--- config.mk ---
export PLATFORM = sky130hd
export DESIGN_NAME = framed_tx
export DESIGN_NICKNAME = d
export VERILOG_FILES = /design/src/rtl/framed_tx_pkg.sv /design/src/rtl/ftx_fs_select.sv /design/src/rtl/ftx_shifter.sv /design/src/rtl/ftx_err_irq.sv /design/src/rtl/framed_tx.sv
export SDC_FILE = /design/constraint.sdc
export NUM_CORES = 1
export LEC_CHECK = 0
export CAP_MARGIN = 20
export CORE_UTILIZATION = 45
export DETAILED_ROUTE_END_ITERATION = 8
export PLACE_DENSITY = 0.65
export SLEW_MARGIN = 20
export SYNTH_ARGS = -nofsm -noshare
export SYNTH_HDL_FRONTEND = slang
export SYNTH_HIERARCHICAL = 1
export SYNTH_SLANG_ARGS = --single-unit
--- constraint.sdc ---
create_clock -name clk -period 1.75 [get_ports clk]
set_input_delay 0.35 -clock clk [delete_from_list [all_inputs] [get_ports clk]]
set_output_delay 0.35 -clock clk [all_outputs]
set_load 0.005 [all_outputs]
--- src/rtl/framed_tx_pkg.sv ---
package framed_tx_pkg;

    // Interrupt source selection; only two codes raise the interrupt.
    typedef enum logic [1:0] {
        IRQ_ON_READY   = 2'b00,
        IRQ_NONE_A     = 2'b01,
        IRQ_NONE_B     = 2'b10,
        IRQ_ON_SYNCERR = 2'b11
    } irq_mode_e;

endpackage

--- src/rtl/ftx_fs_select.sv ---
module ftx_fs_select #(
    parameter int NSRC = 2
) (
    input  logic [NSRC-1:0]                         src,
    input  logic [((NSRC > 1) ? $clog2(NSRC) : 1)-1:0] sel,
    output logic                                    fs
);

    localparam int SW = (NSRC > 1) ? $clog2(NSRC) : 1;

    // Pick one frame-sync source; every source is treated identically.
    always_comb begin
        fs = 1'b0;
        for (int i = 0; i < NSRC; i++) begin
            if (sel == SW'(i)) fs = src[i];
        end
    end

endmodule

--- src/rtl/ftx_shifter.sv ---
module ftx_shifter #(
    parameter int W = 8
) (
    input  logic         clk,
    input  logic         rst_n,
    input  logic         fs,
    input  logic         ignore_fs,
    input  logic         wr_en,
    input  logic [W-1:0] wr_data,
    output logic         dout,
    output logic         ready,
    output logic         frame_busy,
    output logic         unexpected,
    output logic         ready_rise
);

    localparam int CW = (W > 1) ? $clog2(W) : 1;

    typedef struct packed {
        logic [W-1:0]  hold;   // holding register
        logic          full;   // holding register occupied
        logic [W-1:0]  last;   // word of the current / most recent frame
        logic [W-1:0]  sreg;   // bits still to send, left aligned
        logic [CW-1:0] rem;    // bits remaining after the one on dout
        logic          dout;
    } shift_st_t;

    shift_st_t s_d, s_q;
    logic          busy;
    logic          start;
    logic [W-1:0]  word;

    always_comb begin
        s_d   = s_q;
        busy  = (s_q.rem != '0);
        // A pulse during a frame is either a restart or discarded.
        start = fs && (!busy || !ignore_fs);
        word  = s_q.full ? s_q.hold : s_q.last;

        if (start) begin
            s_d.last = word;
            s_d.sreg = word << 1;
            s_d.dout = word[W-1];
            s_d.rem  = CW'(W - 1);
            s_d.full = 1'b0;
        end else if (busy) begin
            s_d.dout = s_q.sreg[W-1];
            s_d.sreg = s_q.sreg << 1;
            s_d.rem  = s_q.rem - CW'(1);
        end

        // A write in the copy cycle lands after the copy.
        if (wr_en) begin
            s_d.hold = wr_data;
            s_d.full = 1'b1;
        end
    end

    always_ff @(posedge clk or negedge rst_n) begin
        if (!rst_n) s_q <= '0;
        else        s_q <= s_d;
    end

    assign dout       = s_q.dout;
    assign ready      = !s_q.full;
    assign frame_busy = busy;
    assign unexpected = fs && busy && !ignore_fs;
    assign ready_rise = s_q.full && !s_d.full;

endmodule

--- src/rtl/ftx_err_irq.sv ---
module ftx_err_irq
    import framed_tx_pkg::*;
(
    input  logic       clk,
    input  logic       rst_n,
    input  logic       unexpected,
    input  logic       ready_rise,
    input  logic       err_wr,
    input  logic       err_wdata,
    input  logic [1:0] int_mode,
    output logic       sync_err,
    output logic       tx_int
);

    typedef struct packed {
        logic err;
        logic irq;
    } err_st_t;

    err_st_t   e_d, e_q;
    irq_mode_e mode;

    always_comb begin
        e_d  = e_q;
        mode = irq_mode_e'(int_mode);

        // Setting beats a same-cycle software clear; writing 1 does nothing.
        if (unexpected)                 e_d.err = 1'b1;
        else if (err_wr && !err_wdata)  e_d.err = 1'b0;

        case (mode)
            IRQ_ON_SYNCERR: e_d.irq = e_d.err && !e_q.err;
            IRQ_ON_READY:   e_d.irq = ready_rise;
            default:        e_d.irq = 1'b0;
        endcase
    end

    always_ff @(posedge clk or negedge rst_n) begin
        if (!rst_n) e_q <= '0;
        else        e_q <= e_d;
    end

    assign sync_err = e_q.err;
    assign tx_int   = e_q.irq;

endmodule

--- src/rtl/framed_tx.sv ---
module framed_tx #(
    parameter int W = 8
) (
    input  logic         clk,
    input  logic         rst_n,
    input  logic         fs_ext,
    input  logic         fs_int,
    input  logic         fs_sel,
    input  logic         ignore_fs,
    input  logic [1:0]   int_mode,
    input  logic         wr_en,
    input  logic [W-1:0] wr_data,
    input  logic         err_wr,
    input  logic         err_wdata,
    output logic         dout,
    output logic         ready,
    output logic         sync_err,
    output logic         tx_int
);

    localparam int NSRC = 2;

    logic fs;
    logic unexpected;
    logic frame_busy;
    logic ready_rise;

    ftx_fs_select #(.NSRC(NSRC)) u_fsel (
        .src ({fs_int, fs_ext}),
        .sel (fs_sel),
        .fs  (fs)
    );

    ftx_shifter #(.W(W)) u_shift (
        .clk        (clk),
        .rst_n      (rst_n),
        .fs         (fs),
        .ignore_fs  (ignore_fs),
        .wr_en      (wr_en),
        .wr_data    (wr_data),
        .dout       (dout),
        .ready      (ready),
        .frame_busy (frame_busy),
        .unexpected (unexpected),
        .ready_rise (ready_rise)
    );

    ftx_err_irq u_err (
        .clk        (clk),
        .rst_n      (rst_n),
        .unexpected (unexpected),
        .ready_rise (ready_rise),
        .err_wr     (err_wr),
        .err_wdata  (err_wdata),
        .int_mode   (int_mode),
        .sync_err   (sync_err),
        .tx_int     (tx_int)
    );

endmodule

==> results.py, run 1 <==
metrics = {
    "routing": {
        "ant_nets": 0,
        "drt_iter0_markers": 19,
        "totalWireLength_um": 2750,
        "viasPerCell": 5.06,
        "drc": 0,
        "num_vias": 977,
        "first_pass_iters": 4,
        "wl_per_cell_um": 14.3,
    },
    "floorplan": {
        "die_w_um": 59.6,
        "core_area_um2": 3100,
        "die_y_um": 59.6,
        "num_rows": 20,
        "ios": 23,
        "initial_core_util_pct": 48.1,
        "die-area_um2": 3550,
    },
    "timing": {
        "finalHoldViolCount": 0,
        "clock.fmax_mhz": 587,
        "worst_slew_pin_slew_ns": 0.365,
        "fin_skew_ns": 0.0101,
        "maxSlewHeadroom_pct": 75.6,
        "period_minus_slack_ns": 1.70,
        "period_share_pct": 97.4,
        "maxSlewViolCount": 0,
        "finalSetupViolations": 0,
    },
    "power_and_ir_drop": {
        "p_clk_share_pct": 24.6,
        "powerDensity_nw_per_um2": 1150,
        "p_int_mw": 1.58,
        "ir_drop_v": 0.000625,
        "swShare_pct": 27.4,
        "combPwrFrac_pct": 29.9,
        "power.leakage_nw": 0.873,
        "p_switching_uw": 594,
        "seqPwrFrac_pct": 45.5,
    },
    "global_route": {
        "track_usage_pct": 18.9,
        "overflow": 0,
        "grt.busiest_layer": "met2",
        "grt_max_degree": 31,
        "antenna_found_initial": 0,
        "grt_use_met3_pct": 6.55,
        "grt_first_pass_wirelength_um": 4720,
        "use_met2_pct": 30.2,
        "grt_pass1_vias": 1039,
        "grt.met1_usage_pct": 23.6,
    },
    "setup_path": {
        "crit_path_start_kind": "flop",
        "cp_data_arrival_time_ns": 1.35,
        "critPathKind": "flop to primary output",
        "cp_data_required_time_ns": 1.40,
        "cp-end-kind": "primary output",
        "critPathMaxFanout": 2,
        "r2r.worst_path.cells": 7,
    },
    "logic_synthesis": {
        "ys_types": 26,
        "synth_ff_type": "dfrtp_1",
        "synth.avg_cell_area_um2": 13.0,
        "synth_top_cell_area_share_pct": 50.3,
        "ys_warn_count": 6,
        "synthesis.nets": 138,
        "synth.cell_area_um2": 1490,
        "synthTopCellsByArea": "dfrtp_1 (50%), mux2_2 (12%), mux2_4 (7.0%), mux2i_1 (6.7%), o221a_1 (5.3%)",
        "async_reset_ff_share_pct": 100,
        "synth_edf_count": 0,
        "ys_ff_latch": 30,
        "synthCells": 115,
        "yosysSeqAreaShare_pct": 50.3,
        "yosysTopAreaCell": "dfrtp_1",
    },
    "placed_design": {
        "dpl.hpwl_um": 1970,
        "placed_cells": 184,
        "gp_congestion": 0.742,
        "io_buffers": 22,
    },
    "cells_and_area": {
        "fin_nets": 171,
        "utilization_pct": 61.0,
        "n_antenna_cell": 0,
        "layoutNonFillerInstCount": 193,
        "drive_gt1_share_pct": 29.5,
        "area_delta_synth_final_pct": 26.7,
    },
    "job": {
        "drv_cap": 0,
    },
    "clock_tree": {
        "path_clk_slew_ns": 0.10,
        "clock_path_buffers": 2,
        "cts_hold_buf": 0,
        "cts-htree-levels": 2,
        "cts_sinks": 30,
        "cts_buffers": 5,
        "clock-root-buffer": "clkbuf_4",
        "clk_latency_ns": 0.33,
        "cts_tree": "yes",
    },
    "hold_path": {
        "holdCritPathClass": "input pin to async pin",
    },
    "status": {
        "status": "completed",
    },
}
## routing by layer
layer / vias to the layer above / share of wire, %
li1: 471 / -
met1: 488 / 48
met2: 13 / 47
met3: 5 / 4.0
met4: 0 / 1.6
met5: - / 0
## power by group through the flow
stage | registers (mW) | logic, mW | clock network, mW
finish | 0.988 | 0.649 | 0.535
floorplan | 0.970 | 0.465 | 0
CTS | 0.986 | 0.654 | 0.549
global placement | 0.992 | 0.619 | 0
detailed placement | 1.00 | 0.639 | 0
global route | 1.02 | 0.714 | 0.586
## stage by stage
| step | hold WS [ns] | TNS (ns) | area [um2] | power (mW) | setup WS [ns] |
|---|---|---|---|---|---|
| 6_report | 0.386 | 0 | 1890 | 2.17 | 0.0460 |
| 5_1_grt | 0.420 | -0.000242 | 1890 | 2.32 | -0.000242 |
| 4_1_cts | 0.395 | 0 | 1890 | 2.19 | 0.0250 |
| 3_5_place_dp | 0.491 | -1.24 | 1800 | 1.64 | -0.121 |
| 3_3_place_gp | 0.478 | -0.908 | 1800 | 1.61 | -0.0945 |
| 2_1_floorplan | 0.0544 | 0 | 1490 | 1.44 | 0.190 |
## cell usage after synthesis, types with 2 or more instances
cell type,n
o221a_1,7
nand2_1,4
nor2_1,9
inv_1,7
mux2_2,16
ha_1,4
a21o_1,2
mux2_4,7
mux2i_1,10
buf_2,3
buf_6,2
dfrtp_1,30
## registers in the layout (all words and copies together), names as in the netlist
signal and cells:
u_err/sync_err 1, u_err/tx_int 1, u_shift/dout 1, u_shift/s_q 27
## what timing repair did
action,CTS,global route
resized for setup,1,1
setup endpoints to repair,1,6
hold endpoints to repair,0,0
buffers inserted,1,0
## layout by cell type (no fill, tap or decap), types with 4 or more instances in the layout
master | netlist | layout
clkbuf_4 | 0 | 5
ha_1 | 4 | 4
dfrtp_1 | 30 | 29
buf_4 | 1 | 9
mux2_4 | 7 | 7
nor2_1 | 9 | 9
mux2_2 | 16 | 16
nand2_1 | 4 | 4
clkdlybuf4s50_1 | 0 | 22
mux2i_1 | 10 | 10
o221a_1 | 7 | 7
inv_1 | 7 | 7
## logic make-up (layout without fill, tap and decap cells)
| group | count (synthesis) | count (layout) | synth area share (%) |
|---|---|---|---|
| muxes | 33 | 33 | 25.8 |
| DFF | 30 | 30 | 50.3 |
| and+or+nand+nor | 20 | 20 | 6.37 |
| buffers and inverters | 14 | 48 | 5.02 |
| AOI/OAI and AO/OA | 13 | 13 | 8.63 |
| adders and majority gates | 4 | 4 | 3.35 |
| xor gates and xnor gates | 1 | 1 | 0.586 |
## path summary, 6_finish.rpt
kind / start / endpoint / slack (ns)
max in group asynchronous: rst_n / u_shift/s_q[20] / 1.08
worst min register to register: u_shift/s_q[24] / u_shift/s_q[24] / 0.51
worst min-delay path: rst_n / u_shift/s_q[26] / 0.39
worst max-delay path: u_shift/s_q[20] / ready / 0.05
worst max register to register: u_shift/s_q[1] / u_shift/s_q[2] / 0.10
min in group clk: u_shift/s_q[24] / u_shift/s_q[24] / 0.51
## critical path, stage by stage (launching register included)
cell,delay [ns]
dfrtp_2,0.42
inv_1,0.08
clkdlybuf4s50_1,0.51
## area by class of cell
cell class,instances,area (um2)
clock buffer,7,45.0
multi-input combinational,71,673
timing repair buffer,32,308
sequential,30,752
inverter,8,30.0
fill,275,1210
clock inverter,1,30.0
tap,44,55.1
No activity file was read; power rests on OpenSTA's default activity.
==> run 2, diff against run 1 <==
--- a/config.mk
+++ b/config.mk
@@ -6,6 +6,7 @@
 export NUM_CORES = 1
 export LEC_CHECK = 0
 export CAP_MARGIN = 20
+export CORE_MARGIN = 5
 export CORE_UTILIZATION = 45
 export DETAILED_ROUTE_END_ITERATION = 8
 export PLACE_DENSITY = 0.65
==> run 2 against run 1 <==
Total power shrank 1.6%. Worst hold slack gained 0.012 ns. Sequential power shrank 0.4%. Combinational power shrank 2%. Non-clock buffer count is the same. Clock-buffer cell count grew 1. Sequential share of layout area is essentially flat. Die area grew 29%. Final cell count grew 1.0%. Sequential cell count is the same.
==> results.py, run 2 (same netlist as run 1, synthesis figures left out) <==
metrics = {
    "setup_path": {
        "critPathKind": "flop to primary output",
        "rrSetupSlack_ns": 0.12,
        "critPathMaxFanout": 2,
        "r2r_start": "u_shift/s_q[1]",
        "cp_data_arrival_time_ns": 1.29,
        "cp-startpoint": "u_shift/s_q[20]",
        "r2r.worst_path.cells": 9,
        "crit-reg2reg-capture": "u_err/tx_int",
        "cp_data_required_time_ns": 1.40,
        "cp-end-kind": "primary output",
        "endpoint": "ready",
        "crit_path_start_kind": "flop",
    },
    "power_and_ir_drop": {
        "finalPower_mw": 2.14,
        "ir_drop_v": 0.000521,
        "power.leakage_nw": 0.874,
        "powerDensity_nw_per_um2": 1130,
    },
    "job": {
        "drv_cap": 0,
    },
    "routing": {
        "totalWireLength_um": 2730,
        "drt_iter0_markers": 53,
        "drc": 0,
        "wl_per_cell_um": 14.0,
        "num_vias": 959,
        "first_pass_iters": 4,
        "ant_nets": 0,
        "viasPerCell": 4.92,
    },
    "timing": {
        "finalHoldViolCount": 0,
        "grt_setup_unrepaired": "false",
        "clock.fmax_mhz": 610,
        "maxSlewViolCount": 0,
        "worst_slew_pin_slew_ns": 0.380,
        "period_minus_slack_ns": 1.64,
        "maxSlewHeadroom_pct": 74.6,
        "period_share_pct": 93.7,
        "worst_slack_ns": 0.110,
        "fin_skew_ns": 0.0102,
        "finalSetupViolations": 0,
    },
    "cells_and_area": {
        "n_antenna_cell": 0,
        "layout_common_cells": "dfrtp_1 (30), clkdlybuf4s50_1 (22), mux2_2 (16)",
        "area_delta_synth_final_pct": 26.5,
        "fin_area_um2": 1890,
        "largest_reg_flops": 27,
        "fin_nets": 171,
        "top_register": "u_shift/s_q",
        "utilization_pct": 57.5,
        "final_common_cell": "dfrtp_1",
        "drive_gt1_share_pct": 30.2,
    },
    "global_route": {
        "grt_first_pass_wirelength_um": 4770,
        "antenna_found_initial": 0,
        "grt_pass1_vias": 1073,
        "overflow": 0,
        "track_usage_pct": 14.4,
        "grt_max_degree": 31,
    },
    "clock_tree": {
        "postCtsSetupBuffers": 0,
        "cts_sinks": 30,
        "cts-htree-levels": 2,
        "clock-root-buffer": "clkbuf_4",
        "postCtsResizedCells": 0,
        "cts_buffers": 5,
        "cts_tree": "yes",
        "cts_hold_buf": 0,
        "clk_latency_ns": 0.33,
        "clock_path_buffers": 2,
        "path_clk_slew_ns": 0.10,
    },
    "placed_design": {
        "dpl.hpwl_um": 1960,
        "placedInstanceArea_um2": 1800,
        "io_buffers": 22,
        "gp_congestion": 0.711,
        "dp_slack_ns": -0.123,
    },
    "floorplan": {
        "initial_core_util_pct": 45.5,
        "ios": 23,
        "die_w_um": 67.6,
        "die-area_um2": 4570,
        "die_y_um": 67.6,
        "core_area_um2": 3280,
        "num_rows": 21,
    },
    "status": {
        "status": "completed",
    },
    "hold_path": {
        "holdCritPathClass": "input pin to async pin",
    },
}
-- run 2: cell count changes in the layout (fill, tap and decap cells not counted) --
cell       before  now
dfrtp_2         1    0
clkbuf_1        2    0
bufinv_16       1    0
dfrtp_1        29   30
buf_12          1    0
clkbuf_8        0    3
buf_6           0    1
-- run 2: where the power goes --
group / internal [mW] / switching, mW / leakage, nW
combinational: 0.386 / 0.253 / 0.476
clock: 0.274 / 0.241 / 0.0446
sequential: 0.884 / 0.100 / 0.353
-- run 2: cell type report --
type / count / area (um2)
fillers: 301 / 1400
flip-flops and latches: 30 / 751
clock buffers: 8 / 78.8
repair buffers: 32 / 299
multi-input cells: 71 / 673
well taps: 46 / 57.6
inverters: 8 / 30.0
-- run 2: metrics by stage --
stage,hold slack (ns),TNS [ns],instances
2_1_floorplan,0.0544,0,115
3_3_place_gp,0.481,-1.29,187
3_5_place_dp,0.489,-1.72,187
4_1_cts,0.406,0,195
5_1_grt,0.429,0,195
6_report,0.398,0,195
-- run 2: worst min-delay path by stage --
stage	from	endpoint	slack (ns)
6_report	rst_n	u_shift/s_q[15]	0.40
5_1_grt	rst_n	u_shift/s_q[25]	0.43
4_1_cts	rst_n	u_shift/s_q[15]	0.41
3_5_place_dp	u_err/sync_err	u_err/sync_err	0.49
3_3_place_gp	u_err/sync_err	u_err/sync_err	0.48
2_1_floorplan	rst_n	u_err/sync_err	0.05
-- run 2: critical path, stage by stage, from the launching register on --
cell and delay, ns:
dfrtp_1 0.39, inv_1 0.07, clkdlybuf4s50_1 0.50
-- run 2: per-layer routing --
layer | vias to the layer above | wire length, um | track usage [%]
met5 | - | 0 | 0
met4 | 0 | 53 | 6.08
met3 | 6 | 113 | 5.16
met2 | 15 | 1310 | 23.5
met1 | 468 | 1250 | 17.1
li1 | 470 | - | -
==> run 3, diff against run 2 <==
--- a/config.mk
+++ b/config.mk
@@ -9,6 +9,7 @@
 export CORE_MARGIN = 5
 export CORE_UTILIZATION = 45
 export DETAILED_ROUTE_END_ITERATION = 8
+export GPL_TIMING_DRIVEN = 0
 export PLACE_DENSITY = 0.65
 export SLEW_MARGIN = 20
 export SYNTH_ARGS = -nofsm -noshare
==> run 3 against run 2 <==
Global-route usage hardly changed. Maximum frequency is 1.9% lower. Wire length is 1.0% lower. Sequential power hardly changed. Clock skew is 0.0035 ns lower. Non-clock buffer count is 5 lower. Die area stayed put. Clock power is 18% lower. Largest power group unchanged.
==> results.py, run 3 (same netlist as run 1, synthesis figures left out) <==
metrics = {
    "routing": {
        "wl_per_cell_um": 14.2,
        "viasPerCell": 5.05,
        "ant_nets": 0,
        "totalWireLength_um": 2710,
        "drc": 0,
        "drt_iter0_markers": 22,
        "first_pass_iters": 2,
        "num_vias": 959,
    },
    "power_and_ir_drop": {
        "ir_drop_v": 0.000552,
        "p_switching_uw": 582,
        "powerDensity_nw_per_um2": 1110,
        "swShare_pct": 28.6,
        "finalPower_mw": 2.03,
        "power.leakage_nw": 0.849,
        "p_int_mw": 1.45,
        "p_clk_share_pct": 20.7,
        "combPwrFrac_pct": 31.0,
        "seqPwrFrac_pct": 48.3,
    },
    "floorplan": {
        "die-area_um2": 4570,
        "core_area_um2": 3280,
        "die_w_um": 67.6,
        "num_rows": 21,
        "initial_core_util_pct": 45.5,
        "die_y_um": 67.6,
        "ios": 23,
    },
    "timing": {
        "clock.fmax_mhz": 598,
        "period_share_pct": 95.6,
        "worst_slew_pin_slew_ns": 0.650,
        "maxSlewHeadroom_pct": 56.7,
        "fin_skew_ns": 0.00669,
        "worst_slack_ns": 0.0778,
        "period_minus_slack_ns": 1.67,
        "maxSlewViolCount": 0,
        "finalHoldViolCount": 0,
        "whs_ns": 0.0525,
        "finalSetupViolations": 0,
    },
    "cells_and_area": {
        "fin_nets": 166,
        "area_delta_synth_final_pct": 22.5,
        "top_register": "u_shift/s_q",
        "drive_gt1_share_pct": 29.2,
        "seq_area_um2": 751,
        "layout_common_cells": "dfrtp_1 (30), clkdlybuf4s50_1 (19), mux2_2 (16)",
        "utilization_pct": 55.7,
        "fin_area_um2": 1830,
        "n_antenna_cell": 0,
        "multiInputGateArea_um2": 673,
        "fill_cells": 297,
        "largest_reg_flops": 27,
        "final_common_cell": "dfrtp_1",
    },
    "global_route": {
        "overflow": 0,
        "grt_max_degree": 31,
        "track_usage_pct": 14.4,
        "grt_pass1_vias": 1035,
        "antenna_found_initial": 0,
        "grt_first_pass_wirelength_um": 4770,
    },
    "setup_path": {
        "crit_path_start_kind": "flop",
        "cp-end-kind": "flop",
        "critPathMaxFanout": 10,
        "cp_data_required_time_ns": 1.96,
        "cp_data_arrival_time_ns": 1.88,
        "critPathKind": "flop to flop",
    },
    "placed_design": {
        "placedInstanceArea_um2": 1760,
        "io_buffers": 21,
        "gp_congestion": 0.739,
        "dp_slack_ns": -0.114,
        "dpl.hpwl_um": 1940,
    },
    "clock_tree": {
        "cts_hold_buf": 0,
        "clk_latency_ns": 0.32,
        "postCtsSetupBuffers": 0,
        "cts_sinks": 30,
        "clock_path_buffers": 2,
        "path_clk_slew_ns": 0.09,
        "cts_tree": "yes",
        "cts_buffers": 5,
        "clock-root-buffer": "clkbuf_4",
        "cts-htree-levels": 2,
    },
    "status": {
        "status": "completed",
    },
    "job": {
        "drv_cap": 0,
    },
    "hold_path": {
        "holdCritPathClass": "input pin to async pin",
    },
}
[run 3: cell count changes in the layout (fill, tap and decap cells not counted), sizes merged]
cell           change
clkdlybuf4s50      -3
dlygate4sd2        +1
clkinv             +1
clkbuf             -1
buf                -3
[run 3: power by group through the flow]
stage	Sequential (mW)	Clock, mW	Combinational [mW]
6_report	0.982	0.421	0.629
5_1_grt	1.00	0.475	0.698
4_1_cts	0.983	0.444	0.637
3_5_place_dp	0.996	0	0.630
3_3_place_gp	0.982	0	0.609
2_1_floorplan	0.970	0	0.465
[run 3: cell type report]
| cell class | instances | area share, % |
|---|---|---|
| timing repair buffer | 21 | 11.1 |
| multi-input combinational | 71 | 36.8 |
| clock buffer | 7 | 3.01 |
| sequential | 30 | 41.0 |
| buffer | 6 | 3.01 |
| inverter | 8 | 1.64 |
| clock inverter | 1 | 0.273 |
| tap | 46 | 3.14 |
[run 3: path summary, 6_finish.rpt]
path                            startpoint              end  slack, ns  cells past startpoint
setup / recovery            u_shift/s_q[1]  u_shift/s_q[16]       0.08                      7
hold / removal                       rst_n   u_shift/s_q[5]       0.05                      1
setup reg to reg            u_shift/s_q[1]  u_shift/s_q[16]       0.08                      7
hold reg to reg            u_shift/s_q[27]  u_shift/s_q[27]       0.51                      1
max in group asynchronous            rst_n  u_shift/s_q[24]       1.28                      1
min in group clk                     wr_en  u_shift/s_q[20]       0.44                      2
[run 3: what timing repair did]
action | 4_1_cts | 5_1_grt
resized for setup | 3 | 2
endpoints found under the setup margin | 1 | 2
gates cloned | 0 | 0
[run 3: routing by layer]
layer | wire (um) | GRT usage [%] | part of all wire [%] | vias to the layer above
li1 | - | - | - | 462
met2 | 1330 | 23.2 | 49 | 15
met5 | 0 | 0 | 0 | -
met1 | 1210 | 17.5 | 45 | 476
met4 | 31 | 5.32 | 1.1 | 0
met3 | 130 | 5.49 | 4.8 | 6
[run 3: worst max-delay path, cell delays in order, from the launching register on]
cell	delay, ns
dfrtp_1	0.33
inv_1	0.07
ha_1	0.21
nor2b_2	0.15
buf_6	0.14
o21ai_4	0.16
buf_8	0.18
mux2_4	0.30
[run 3: stage by stage]
stage | std cells | setup TNS, ns
after global placement | 182 | -6.56
after floorplan | 115 | 0
final | 190 | 0
after global routing | 190 | -0.00295
after CTS | 190 | 0
after detailed placement | 182 | -1.37
